### src/rtl/burst_seq_pkg.sv
package burst_seq_pkg;

  typedef struct packed {
    logic       async_rd;
    logic [2:0] lat_code;
    logic       two_wait;
    logic       rdy_lead;
    logic       linear;
    logic       rise_edge;
    logic       no_wrap;
    logic [2:0] len_code;
  } bcfg_t;

  localparam logic [2:0] LEN_4    = 3'b001;
  localparam logic [2:0] LEN_8    = 3'b010;
  localparam logic [2:0] LEN_CONT = 3'b111;

  // reset image: asynchronous mode, every other field zero
  localparam bcfg_t CFG_RST = bcfg_t'(12'h800);

  function automatic logic lat_legal(input logic [2:0] code);
    return (code != 3'd0) && (code <= 3'd5);
  endfunction

  function automatic logic [3:0] lat_ticks(input logic [2:0] code);
    return {1'b0, code} + 4'd3;
  endfunction

  function automatic logic len_legal(input logic [2:0] code);
    return (code == LEN_4) || (code == LEN_8) || (code == LEN_CONT);
  endfunction

endpackage

### src/rtl/bseq_cfg.sv
module bseq_cfg
  import burst_seq_pkg::*;
(
  input  logic        clk,
  input  logic        rst_n,
  input  logic        wr_en,
  input  logic [15:0] wr_word,
  output bcfg_t       cfg,
  output logic        cfg_legal
);

  bcfg_t      nxt;
  logic [3:0] unused_bits;

  always_comb begin
    nxt.async_rd  = wr_word[15];
    nxt.lat_code  = wr_word[13:11];
    nxt.two_wait  = wr_word[9];
    nxt.rdy_lead  = wr_word[8];
    nxt.linear    = wr_word[7];
    nxt.rise_edge = wr_word[6];
    nxt.no_wrap   = wr_word[3];
    nxt.len_code  = wr_word[2:0];
  end

  assign unused_bits = {wr_word[14], wr_word[10], wr_word[5:4]};

  always_ff @(posedge clk or negedge rst_n) begin
    if (!rst_n)     cfg <= CFG_RST;
    else if (wr_en) cfg <= nxt;
  end

  assign cfg_legal = lat_legal(cfg.lat_code) && len_legal(cfg.len_code);

endmodule

### src/rtl/bseq_phase.sv
module bseq_phase (
  input  logic clk,
  input  logic rst_n,
  input  logic rise_sel,
  output logic edge_en
);

  logic ph;

  always_ff @(posedge clk or negedge rst_n) begin
    if (!rst_n) ph <= 1'b0;
    else        ph <= ~ph;
  end

  // phase 1 stands for a rising burst-clock edge, phase 0 for a falling one
  assign edge_en = (ph == rise_sel);

endmodule

### src/rtl/bseq_addr.sv
module bseq_addr
  import burst_seq_pkg::*;
#(
  parameter int AW = 20
) (
  input  logic [AW-1:0] base,
  input  logic [AW-1:0] beat_idx,
  input  logic          linear,
  input  logic          no_wrap,
  input  logic [2:0]    len_code,
  output logic [AW-1:0] addr
);

  function automatic logic [AW-1:0] beat_address(
    input logic [AW-1:0] b,
    input logic [AW-1:0] n,
    input logic          lin,
    input logic          nw,
    input logic [2:0]    lc
  );
    logic [2:0] lo, mix, mask;
    lo   = b[2:0];
    mix  = lin ? (lo + n[2:0]) : (lo ^ n[2:0]);
    mask = (lc == LEN_8) ? 3'b111 : 3'b011;
    if ((lc == LEN_CONT) || (lin && nw))
      return b + n;
    return {b[AW-1:3], (lo & ~mask) | (mix & mask)};
  endfunction

  assign addr = beat_address(base, beat_idx, linear, no_wrap, len_code);

endmodule

### src/rtl/burst_seq.sv
module burst_seq
  import burst_seq_pkg::*;
#(
  parameter int AW = 20
) (
  input  logic          clk,
  input  logic          rst_n,
  input  logic          cfg_we,
  input  logic [15:0]   cfg_wdata,
  input  logic          burst_req,
  input  logic [AW-1:0] start_addr,
  output logic          ready,
  output logic [AW-1:0] beat_addr,
  output logic          beat_strobe,
  output logic          cfg_err
);

  localparam int WCW = 4;

  bcfg_t          cfg;
  logic           cfg_legal;
  logic           busy, req_q, stb_q, err_q;
  logic [WCW-1:0] wcnt;
  logic [AW-1:0]  beat_idx, base, addr_q, cur_addr;
  logic           s_two, s_lead, s_lin, s_rise, s_nowrap;
  logic [2:0]     s_len;

  // named events, shared with the checker
  logic start_try, start_ok, edge_en, fire, last_beat;
  logic s_big, s_cont, confined, async_mode;

  assign async_mode = cfg.async_rd;
  assign start_try  = burst_req && !req_q && !busy && !cfg.async_rd;
  assign start_ok   = start_try && cfg_legal;
  assign s_big      = (s_len == LEN_8);
  assign s_cont     = (s_len == LEN_CONT);
  assign confined   = !s_cont && (!s_lin || !s_nowrap);
  assign fire       = busy && burst_req && edge_en && (wcnt == WCW'(1));
  assign last_beat  = !s_cont && (beat_idx == AW'(s_big ? 3'd7 : 3'd3));

  bseq_cfg u_cfg (
    .clk       (clk),
    .rst_n     (rst_n),
    .wr_en     (cfg_we && !busy && !start_try),
    .wr_word   (cfg_wdata),
    .cfg       (cfg),
    .cfg_legal (cfg_legal)
  );

  bseq_phase u_phase (
    .clk      (clk),
    .rst_n    (rst_n),
    .rise_sel (s_rise),
    .edge_en  (edge_en)
  );

  bseq_addr #(.AW(AW)) u_addr (
    .base     (base),
    .beat_idx (beat_idx),
    .linear   (s_lin),
    .no_wrap  (s_nowrap),
    .len_code (s_len),
    .addr     (cur_addr)
  );

  always_ff @(posedge clk or negedge rst_n) begin
    if (!rst_n) begin
      busy     <= 1'b0;
      req_q    <= 1'b0;
      stb_q    <= 1'b0;
      err_q    <= 1'b0;
      wcnt     <= '0;
      beat_idx <= '0;
      base     <= '0;
      addr_q   <= '0;
      s_two    <= 1'b0;
      s_lead   <= 1'b0;
      s_lin    <= 1'b0;
      s_rise   <= 1'b0;
      s_nowrap <= 1'b0;
      s_len    <= '0;
    end else begin
      req_q <= burst_req;
      stb_q <= fire;
      if (fire)      addr_q <= cur_addr;
      if (start_try) err_q  <= ~cfg_legal;
      if (start_ok) begin
        busy     <= 1'b1;
        wcnt     <= lat_ticks(cfg.lat_code);
        beat_idx <= '0;
        base     <= start_addr;
        s_two    <= cfg.two_wait;
        s_lead   <= cfg.rdy_lead;
        s_lin    <= cfg.linear;
        s_rise   <= cfg.rise_edge;
        s_nowrap <= cfg.no_wrap;
        s_len    <= cfg.len_code;
      end else if (busy) begin
        if (!burst_req) begin
          busy <= 1'b0;
        end else if (edge_en) begin
          if (wcnt == WCW'(1)) begin
            beat_idx <= beat_idx + 1'b1;
            wcnt     <= s_two ? WCW'(2) : WCW'(1);
            if (last_beat) busy <= 1'b0;
          end else begin
            wcnt <= wcnt - WCW'(1);
          end
        end
      end
    end
  end

  assign beat_strobe = stb_q;
  assign beat_addr   = addr_q;
  assign cfg_err     = err_q;
  assign ready       = s_lead ? (busy && (wcnt == WCW'(1))) : stb_q;

endmodule

### config.mk
export PLATFORM = sky130hd
export DESIGN_NAME = burst_seq
export DESIGN_NICKNAME = d
export VERILOG_FILES = /design/src/rtl/burst_seq_pkg.sv /design/src/rtl/bseq_cfg.sv /design/src/rtl/bseq_phase.sv /design/src/rtl/bseq_addr.sv /design/src/rtl/burst_seq.sv
export SDC_FILE = /design/constraint.sdc
export NUM_CORES = 1
export LEC_CHECK = 0
export ABC_AREA = 1
export BUFFER_PORTS_ARGS = -buffer_cell sky130_fd_sc_hd__buf_2
export CORE_MARGIN = 2
export CORE_UTILIZATION = 30
export CTS_CLUSTER_DIAMETER = 200
export DETAILED_ROUTE_END_ITERATION = 16
export PLACE_DENSITY = 0.53
export SYNTH_ARGS = -nofsm -noshare
export SYNTH_HDL_FRONTEND = slang
export SYNTH_HIERARCHICAL = 1
export SYNTH_SLANG_ARGS = --single-unit
### constraint.sdc
create_clock -name clk -period 2.5 [get_ports clk]
set_clock_uncertainty 0.2 [all_clocks]
set_input_delay 0 -clock clk [delete_from_list [all_inputs] [get_ports clk]]
set_output_delay 0 -clock clk [all_outputs]
set_load 0.05 [all_outputs]
==> summary.txt <==
Worst setup path
  – Worst Path Max Fanout: 3
  – Largest delay share family, worst path: simple AND/OR/NAND/NOR gates
  – Data arrival time of the worst path: 2.34 ns
  – Critical path class: reg -> reg
  – Crit-path cells: ha_1 -> inv_1 -> fa_1 -> inv_1 -> nand3_1 -> nand3_1 -> nand2_1 -> nand2_1 -> nand2_1 -> nand2_1 -> nand2_1 -> nand3_1 -> nand2_1 -> nand2_1 -> nand2_1
  – Largest stage delay on the critical path: 0.41 ns
  – Worst R2R Start: beat_idx[0]
  – Flop-to-flop setup slack: 0.20 ns
  – Critical Path Source Type: register
  – CP dominant cell by count: nand2_1
  – Critical Path Slowest Stage Cell: fa_1
  – Setup crit start: beat_idx[0]
  – Critical path buffers and inverters: 2
  – Crit path required time: 2.54 ns
  – Crit path capture type: register

STA
  – RSZ-0062 raised after global routing: no
  – Fin crit share: 91.9%
  – Final count of hold timing violations: 15
  – Sum of negative setup slack: 0 ns
  – Fin. max-slew vios: 0
  – Max-Slew Margin vs Limit: 62.3%
  – Post-layout min period: 2.30 ns
  – Hold_ws: -0.0104 ns
  – Worst-margin pin slew: 0.566 ns
  – Fmax: 435 MHz
  – Final setup viols: 0

Place
  – GP Congestion: 0.876
  – Hpwl dp: 10.6 mm
  – Dpl cells: 1086
  – I/O Buffers: 58

Global routing
  – Vias in the first global route: 5133
  – Total GRT Usage: 15.7%
  – Antenna violations before repair: 0
  – Global-route wire length before repair: 25.0 mm
  – Global route overflow: 0
  – Largest net degree at the start of global routing: 44

Logic synthesis
  – Synth warn: 6
  – Synth area leaders: dfrtp_1 39%, nand2_1 23%, inv_1 5.3%
  – Cell with the most instances after synthesis: nand2_1
  – Synth unique cells: 39
  – Post-synthesis mux area share: 0%
  – Most frequent cells after synthesis: 344 x nand2_1, 88 x dfrtp_1, 79 x inv_1
  – Synth area leader: dfrtp_1
  – Syn Nets: 869
  – Post-synth EDFFs: 0
  – Synth Area per Inst: 6.93 sq um
  – Top_reg_cell synth: dfrtp_1
  – Post-Synth Adder-Cell Area: 5.52%
  – Synth Instances: 805
  – Compound-gate portion of the synthesized area: 7.76%
  – Synth top area share: 39.5%
  – Asr flop ratio synth: 100%
  – Sequential cell area fraction in the yosys report: 39.9%
  – Mapped Area: 5580 sq um
  – Synth Area in Simple Gates: 36.4%
  – Largest family of logic cells by synthesized area: simple AND/OR/NAND/NOR gates
  – Post-Synth XOR/XNOR Area: 2.35%
  – Synthesized flop and latch total: 89

Route
  – Drt pass-1 iters: 4
  – Avg WL per Cell: 12.7 um
  – Post-route DRC: 0
  – Vias: 5201
  – Final antenna-violating net count: 0
  – Initial DRC count: 261
  – Via/cell ratio: 4.55
  – Drt total wl: 14.5 mm

Floorplanning
  – Core area: 18100 sq um
  – Die footprint: 19700 sq um
  – Row Count: 49
  – Initial core utilization: 30.8%
  – Die H: 140 um
  – Die width: 140 um
  – # IOs: 63

Clocking
  – # H-tree levels: 3
  – Clock buffer depth: 2
  – TritonCTS clock tree: yes
  – TritonCTS Sinks: 89
  – Clock transition at path regs: 0.07 ns
  – Num CTS Buffers: 9
  – Clock root buffer: clkbuf_16
  – Worst-Skew Late Latency: 0.35 ns

Finish
  – Total Nets Final: 972
  – Share of cells above drive strength 1: 12.4%
  – P&R area growth vs syn: 23.3%
  – Number of diodes: 0
  – Final instance count without filler cells: 1142

Pwr
  – Leak pwr: 0.00363 uW
  – Maximum vdd drop: 515 uV
  – Power Total: 6580 uW
  – Cell Pwr Density: 956 nW/um^2

Status
  – Failing checks: negative hold slack
  – Status: finished, violations left

Job
  – Max-cap violation count: 0

Hold path
  – Min-Delay Path Class: in -> async
-- through the flow --
step / area [sq um] / setup slack, ns / util [%] / hold WS, ns
6_report: 6880 / 0.201 / 38.0 / -0.0104
5_1_grt: 6880 / 0.000662 / 38.0 / 0.0516
3_5_place_dp: 6150 / 0.158 / 34.0 / -0.159
3_3_place_gp: 6150 / 0.191 / 34.0 / -0.160
4_1_cts: 6870 / 0.137 / 38.0 / 0.00662
2_1_floorplan: 5580 / 0.465 / - / -0.496
-- sequential cells by signal, summed over array words and instances (netlist names), 3 cells and up --
name / flops
s_len: 3
beat_idx: 20
u_cfg/cfg: 12
wcnt: 4
base: 20
beat_addr: 20
-- cells in the final DEF, fill, tap and decap left out, types with 2 or more instances in the layout --
master,count
buf_4,15
nand2_2,5
ha_1,23
buf_2,57
o21bai_1,3
dlygate4sd3_1,39
nand3b_1,4
inv_1,79
xor2_1,8
nor3_1,6
clkbuf_16,9
bufinv_16,2
or2_2,2
clkinvlp_4,3
o21ai_0,44
a21oi_1,23
and2_1,4
nand3_1,47
inv_2,4
nor2_2,4
xnor2_1,7
nor2_1,59
o21ai_1,5
dfrtp_1,87
nand4_1,12
nand2_1,344
-- layer usage --
metal | vias to the layer above | wire length, um | GRT usage, %
met1 | 2363 | 7100 | 20.8
met5 | - | 0 | 0
met4 | 0 | 265 | 5.48
met3 | 19 | 436 | 2.63
met2 | 77 | 6700 | 26.1
li1 | 2742 | - | -
-- final timing paths --
check	end	cells after the start
setup / recovery	beat_addr[12]	15
hold / removal	beat_addr[6]	2
setup reg to reg	beat_addr[12]	15
hold reg to reg	u_phase/ph	1
max in group asynchronous	base[17]	3
min in group clk	req_q	2
-- repair_timing --
action | CTS | global route
buffers inserted | 0 | 1
hold buffers | 39 | 0
setup endpoints to repair | 0 | 2
endpoints found under the hold margin | 124 | 0
gates resized for setup | 0 | 2
-- layout make-up --
| type | instances | area [sq um] |
|---|---|---|
| clock inverters | 6 | 91.3 |
| well taps | 229 | 287 |
| repair buffers | 112 | 808 |
| flip-flops and latches | 89 | 2230 |
| inverters | 84 | 318 |
| clock buffers | 10 | 239 |
| fillers | 1906 | 11200 |
| multi-input cells | 612 | 2910 |
-- power by group --
group | total (uW) | switching (uW) | internal [uW]
logic | 2770 | 1720 | 1050
clock network | 1500 | 595 | 905
registers | 2310 | 432 | 1880
-- cell families after synthesis --
logic type	count (synthesis)
DFF	89
adders and majority gates	24
and+or+nand+nor	492
buffers and inverters	104
AOI/OAI and AO/OA	81
xor gates and xnor gates	15
-- worst register-to-register path, delay by kind of cell, from the launching register on --
family        cells  cell delay (ns)
fa+ha+maj         2             0.59
buf+inv           2             0.20
flops             1             0.35
simple gates     11             0.85
(Power assumes the default switching activity.)
